<file path="src/rtl/oisel_pkg.sv">
package oisel_pkg;

  // True when head (sa, ia) is older than head (sb, ib): the smaller
  // sequence number wins, and on equal numbers the lower class index wins.
  function automatic logic age_before(input logic [63:0] sa, input int ia,
                                      input logic [63:0] sb, input int ib);
    return (sa < sb) || ((sa == sb) && (ia < ib));
  endfunction

endpackage

</file>
<file path="src/rtl/oisel_age_rank.sv">
module oisel_age_rank #(
  parameter int NUM_CLASS = 4,
  parameter int SEQ_W     = 8,
  parameter int CW        = $clog2(NUM_CLASS + 1)
) (
  input  logic [NUM_CLASS*SEQ_W-1:0] seq,
  input  logic [NUM_CLASS-1:0]       elig,
  output logic [NUM_CLASS*CW-1:0]    older_cnt
);
  import oisel_pkg::*;

  // For every class, count the eligible heads that are older than its head.
  for (genvar c = 0; c < NUM_CLASS; c++) begin : g_rank
    logic [CW-1:0] cnt;
    always_comb begin
      cnt = '0;
      for (int j = 0; j < NUM_CLASS; j++) begin
        if (j != c && elig[j] &&
            age_before(64'(seq[j*SEQ_W +: SEQ_W]), j,
                       64'(seq[c*SEQ_W +: SEQ_W]), c))
          cnt = cnt + CW'(1);
      end
    end
    assign older_cnt[c*CW +: CW] = cnt;
  end

endmodule

</file>
<file path="src/rtl/oisel_unit_hold.sv">
module oisel_unit_hold #(
  parameter int NUM_CLASS = 4,
  parameter int LAT_W     = 4
) (
  input  logic                       clk,
  input  logic                       rst_n,
  input  logic [NUM_CLASS-1:0]       issue,
  input  logic [NUM_CLASS*LAT_W-1:0] lat,
  input  logic [NUM_CLASS-1:0]       pipe,
  output logic [NUM_CLASS-1:0]       held
);

  for (genvar c = 0; c < NUM_CLASS; c++) begin : g_unit
    logic [LAT_W-1:0] lat_c;
    logic [LAT_W-1:0] cnt_q, cnt_d;
    logic             load, cnt_en;

    assign lat_c  = lat[c*LAT_W +: LAT_W];
    assign load   = issue[c] && !pipe[c] && (lat_c > LAT_W'(1));
    assign cnt_en = load || (cnt_q != '0);

    always_comb begin
      cnt_d = cnt_q;
      if (load)
        cnt_d = lat_c - LAT_W'(1);
      else if (cnt_q != '0)
        cnt_d = cnt_q - LAT_W'(1);
    end

    always_ff @(posedge clk or negedge rst_n) begin
      if (!rst_n)
        cnt_q <= '0;
      else if (cnt_en)
        cnt_q <= cnt_d;
    end

    assign held[c] = (cnt_q != '0);

    // an issue to a unit that is not pipelined and has a long latency holds the unit
    assert_hold_start_R8: assert property (@(posedge clk) disable iff (!rst_n)
      load |=> held[c]);
  end

endmodule

</file>
<file path="src/rtl/oldest_issue_sel.sv">
module oldest_issue_sel #(
  parameter int                 NUM_CLASS    = 4,
  parameter int                 ISSUE_W      = 2,
  parameter int                 SEQ_W        = 8,
  parameter int                 LAT_W        = 4,
  parameter int                 BCNT_W       = 16,
  parameter logic [NUM_CLASS-1:0] NO_UNIT_MASK = NUM_CLASS'(1)
) (
  input  logic                           clk,
  input  logic                           rst_n,
  input  logic [NUM_CLASS-1:0]           head_vld,
  input  logic [NUM_CLASS*SEQ_W-1:0]     head_seq,
  input  logic [NUM_CLASS-1:0]           head_sqsh,
  input  logic [NUM_CLASS-1:0]           head_mem,
  input  logic [NUM_CLASS-1:0]           mem_done,
  input  logic [NUM_CLASS-1:0]           fu_free,
  input  logic [NUM_CLASS*LAT_W-1:0]     fu_lat,
  input  logic [NUM_CLASS-1:0]           fu_pipe,
  output logic [NUM_CLASS-1:0]           grant,
  output logic [NUM_CLASS-1:0]           drop,
  output logic [NUM_CLASS-1:0]           fu_req,
  output logic [NUM_CLASS-1:0]           entry_rel,
  output logic [$clog2(ISSUE_W+1)-1:0]   issue_cnt,
  output logic                           no_issue,
  output logic [BCNT_W-1:0]              busy_cnt
);
  localparam int CW  = $clog2(NUM_CLASS + 1);
  localparam int IW  = $clog2(ISSUE_W + 1);
  localparam int SKW = $clog2(NUM_CLASS + 1);

  // Reset: asserted asynchronously, released on a clock edge
  logic rst_meta_q, rst_sync_n;
  always_ff @(posedge clk or negedge rst_n) begin
    if (!rst_n) begin
      rst_meta_q <= 1'b0;
      rst_sync_n <= 1'b0;
    end else begin
      rst_meta_q <= 1'b1;
      rst_sync_n <= rst_meta_q;
    end
  end

  // Unit availability
  logic [NUM_CLASS-1:0] held, unit_ok, elig, reached, skip;
  assign unit_ok = NO_UNIT_MASK | (fu_free & ~held);
  assign elig    = head_vld & ~head_sqsh & unit_ok;

  // Age ranking among eligible heads
  logic [NUM_CLASS*CW-1:0] older_cnt;
  oisel_age_rank #(.NUM_CLASS(NUM_CLASS), .SEQ_W(SEQ_W), .CW(CW)) u_rank (
    .seq       (head_seq),
    .elig      (elig),
    .older_cnt (older_cnt)
  );

  for (genvar c = 0; c < NUM_CLASS; c++) begin : g_reach
    assign reached[c] = (older_cnt[c*CW +: CW] < CW'(ISSUE_W));
  end

  assign grant     = elig & reached;
  assign drop      = head_vld & head_sqsh & reached;
  assign skip      = head_vld & ~head_sqsh & ~unit_ok & reached;
  assign fu_req    = grant & ~NO_UNIT_MASK;
  assign entry_rel = (grant & ~head_mem) | mem_done;

  // Unit occupancy tracking
  oisel_unit_hold #(.NUM_CLASS(NUM_CLASS), .LAT_W(LAT_W)) u_hold (
    .clk   (clk),
    .rst_n (rst_sync_n),
    .issue (fu_req),
    .lat   (fu_lat),
    .pipe  (fu_pipe),
    .held  (held)
  );

  // Per-cycle counts
  logic [SKW-1:0] skip_n;
  always_comb begin
    issue_cnt = '0;
    skip_n    = '0;
    for (int c = 0; c < NUM_CLASS; c++) begin
      issue_cnt = issue_cnt + IW'(grant[c]);
      skip_n    = skip_n + SKW'(skip[c]);
    end
  end
  assign no_issue = (issue_cnt == '0);

  // Busy event counter
  logic [BCNT_W-1:0] busy_q, busy_d;
  logic              busy_en;
  assign busy_en = |skip;
  assign busy_d  = busy_q + BCNT_W'(skip_n);

  always_ff @(posedge clk or negedge rst_sync_n) begin
    if (!rst_sync_n)
      busy_q <= '0;
    else if (busy_en)
      busy_q <= busy_d;
  end
  assign busy_cnt = busy_q;

  // never more grants than the issue width
  assert_width_R2: assert property (@(posedge clk) disable iff (!rst_sync_n)
    $countones(grant) <= ISSUE_W);

  // the no-issue flag agrees with the grant vector
  assert_quiet_R10: assert property (@(posedge clk) disable iff (!rst_sync_n)
    no_issue |-> (grant == '0));

  // a class that needs a unit is granted only when that unit is usable
  for (genvar c = 0; c < NUM_CLASS; c++) begin : g_chk
    if (!NO_UNIT_MASK[c]) begin : g_unit_cls
      assert_unit_ok_R5: assert property (@(posedge clk) disable iff (!rst_sync_n)
        grant[c] |-> (fu_free[c] && !held[c]));
    end
  end

endmodule

</file>
<file path="config.mk">
export PLATFORM = sky130hd
export DESIGN_NAME = oldest_issue_sel
export DESIGN_NICKNAME = d
export VERILOG_FILES = /design/src/rtl/oisel_pkg.sv /design/src/rtl/oisel_age_rank.sv /design/src/rtl/oisel_unit_hold.sv /design/src/rtl/oldest_issue_sel.sv
export SDC_FILE = /design/constraint.sdc
export NUM_CORES = 1
export LEC_CHECK = 0
export ABC_AREA = 1
export BUFFER_PORTS_ARGS = -buffer_cell sky130_fd_sc_hd__clkbuf_2
export CAP_MARGIN = 20
export CORE_ASPECT_RATIO = 1.75
export CORE_UTILIZATION = 50
export DETAILED_ROUTE_END_ITERATION = 8
export PLACE_DENSITY = 0.77
export SETUP_SLACK_MARGIN = 0.2
export SLEW_MARGIN = 40
export SYNTH_ARGS = -nofsm -noshare
export SYNTH_HDL_FRONTEND = slang
export SYNTH_SLANG_ARGS = --single-unit
</file>
<file path="constraint.sdc">
create_clock -name clk -period 7.2 [get_ports clk]
set_input_delay 0 -clock clk [delete_from_list [all_inputs] [get_ports clk]]
set_output_delay 0 -clock clk [all_outputs]
set_load 0.03 [all_outputs]
</file>
==> impl_metrics.tcl <==
set metrics [dict create \
    status "complete, no violations" \
    clkLatencyLatePin_ps 280 \
    post-route-util_pct 61.2 \
    cp_top_family "simple AND/OR/NAND/NOR gates" \
    ir_drop_mv 0.104 \
    final_cell_mix "111 x inv_1, 104 x nand2_1, 101 x clkbuf_2" \
    period_minus_slack_ps 4490 \
    setup_tns_ps 0 \
    synth_nets 685 \
    dr.pass1.iters 6 \
    synth-seq-cells 30 \
    grt.total_usage_pct 26.1 \
    via_per_inst 5.30 \
    worstSetupStartpointType "flop" \
    grt_pass1_wl_mm 16.1 \
    row_count 42 \
    synthMuxAreaShare_pct 0 \
    cp.arrival_ps 4710 \
    path_class "reg2reg" \
    fillCellCount 695 \
    tightestPinTransition_ps 494 \
    power_leakage_nw 2.76 \
    antenna_left 0 \
    cap_violations 0 \
    grt_max_degree 29 \
    antenna_found_initial 0 \
    synthAdderAreaFrac_pct 24.7 \
    grt_pass1_vias 3892 \
    synth-xor-area-share_pct 6.15 \
    cp_max_fo 18 \
    dpl_worst_slack_ps 2710 \
    syn_inst 537 \
    setup_violations 0 \
    synth-compound-area-share_pct 7.71 \
    slowest_stage "fa_1" \
    netlist_area_um2 3850 \
    cts_tree "built" \
    fin_hold_ws_ps 33.7 \
    cp.required_ps 7410 \
    drt_iter0_drc 234 \
    dieArea_um2 8060 \
    clk_pin_slew_ps 50 \
    cts.sinks 30 \
    async_flop_share_pct 100 \
    register_area_um2 751 \
    final_common_cell "inv_1" \
    cts_root_buf "clkbuf_16" \
    synth-seq-area-share_pct 19.5 \
    crit_buf_inv 6 \
    power_mw 1.06 \
    hold_class "in2async" \
    cp-end-kind "flop" \
    post-cts-setup-buffers 0 \
    vias 3869 \
    pin_count 109 \
    io_buffer_count 101 \
    cp_common_cell "inv_1" \
    max_freq_mhz 222 \
    hold_viol 0 \
    initial_core_util_pct 51.2 \
    clock_path_buffers 2 \
    synth_top_family_by_area "simple AND/OR/NAND/NOR gates" \
    wl_per_cell_um 13.2 \
    antennaDiodeCount 0 \
    slowest_delay_ps 500 \
    gr-total-overflow 0 \
    r2r_slack_ps 2710 \
    cp_cell_sequence "inv_1, ha_1, nand2_1, nor2_1, inv_1, nor4_2, nand2_1, inv_1, ha_1, inv_1, nand3_1, nand2_2, nand3_4, fa_1, inv_1, ha_1, inv_1, fa_1, nor2_1, nand2_1, nor3_1, xor2_1, nand2_1, nand2_1" \
    cts_max_level 2 \
    syn_to_final_growth_pct 19.6 \
    nets 789 \
    drc 0 \
    slew_headroom_pct 66.8 \
    setup_ws_ps 2710 \
    finalCritPeriodShare_pct 62.4 \
    gp_congestion 0.925 \
    rsz0062_at_grt "no" \
    ys_types 34 \
    dp_hpwl_mm 8.17 \
    multiInputGateArea_um2 2610 \
    power_density_nw_per_um2 231 \
    synth_enable_flop_cells 0 \
    die_h_um 118 \
    numCtsBuffers 5 \
    finalMaxSlewViolations 0 \
    synthFlopType "dfrtp_1" \
    core_area_um2 7510 \
    drt-total-wl_mm 9.61 \
    fp.dieW_um 68.3 \
    finClkSkew_ps 4.73 \
    syn_avg_cell_area_um2 7.16 \
    yosys_warnings 0 \
    synthSimpleGateAreaFrac_pct 29.2 \
    layout-drive-gt1-share_pct 19.8 \
]
## worst paths after layout
check,start,end,cells after the start
min in group clk,fu_lat[12],u_hold.g_unit[3].cnt_q[0],4
hold reg to reg,rst_sync_n,busy_cnt[1],1
max in group asynchronous,rst_sync_n,u_hold.g_unit[3].cnt_q[0],1
setup / recovery,u_hold.g_unit[1].cnt_q[0],busy_cnt[10],24
setup reg to reg,u_hold.g_unit[1].cnt_q[0],busy_cnt[10],24
hold / removal,rst_n,rst_meta_q,2
## logic make-up after synthesis
logic type,count (synthesis)
compound gates,51
xor+xnor,27
fa+ha+maj,74
buf+inv,120
flops,30
other cells,2
simple gates,233
## flip-flops by register name, summed over array words and instances, names as in the netlist
name,flops
busy_cnt,16
rst_meta_q,1
rst_sync_n,1
u_hold.g_unit.cnt_q,12
## power breakdown
group          switching [mW]  leakage (nW)  internal (mW)
clock network          0.0733        0.0832          0.156
logic                   0.323          2.30          0.202
registers              0.0716         0.383          0.236
total                   0.467          2.76          0.594
## routing by layer
metal | share of wire, % | global-route usage (%)
met2 | 54 | 46.8
met1 | 36 | 25.9
met4 | 5.5 | 16.3
met5 | 0 | 0
met3 | 4.8 | 4.17
## area by class of cell
type                    instances  area share [%]
inverters                     112            9.14
repair buffers                105            11.8
flip-flops and latches         30            16.3
well taps                      88            2.39
multi-input cells             387            56.7
clock buffers                   8            3.62
## cells in the mapped netlist (3+ instances only)
| master | n | area, um2 |
|---|---|---|
| o21ai_0 | 16 | 80.1 |
| fa_1 | 3 | 60.1 |
| nand2_2 | 6 | 37.5 |
| nand2_1 | 104 | 390 |
| o211ai_1 | 4 | 30.0 |
| buf_4 | 7 | 52.6 |
| inv_1 | 111 | 417 |
| nor3_1 | 12 | 60.1 |
| o21bai_1 | 6 | 45.0 |
| nor2_1 | 46 | 173 |
| nand4_1 | 28 | 175 |
| xnor2_1 | 7 | 61.3 |
| nand3_1 | 23 | 115 |
| a21oi_1 | 18 | 90.1 |
| dfrtp_1 | 30 | 751 |
| xor2_1 | 20 | 175 |
| ha_1 | 71 | 888 |
## worst reg2reg max path, stage by stage (launching register included)
cell and delay (ps):
dfrtp_1 400, inv_1 100, ha_1 150, nand2_1 60, nor2_1 180, inv_1 130
nor4_2 380, nand2_1 140, inv_1 80, ha_1 220, inv_1 60, nand3_1 80
nand2_2 120, nand3_4 230, fa_1 510, inv_1 60, ha_1 160, inv_1 50
fa_1 390, nor2_1 290, nand2_1 130, nor3_1 200, xor2_1 170, nand2_1 70
nand2_1 60
## repair_timing
| item | in CTS | in global routing |
|---|---|---|
| hold endpoints to repair | 4 | 0 |
| hold buffers | 3 | 0 |
| gates resized for setup | 0 | 0 |
## through the flow
stage               cells  cell area (um2)
floorplan             537             3850
global placement      719             4410
detailed placement    719             4410
CTS                   730             4600
global route          730             4600
finish                730             4600
Note: power is estimated with default switching activity, not from simulation.
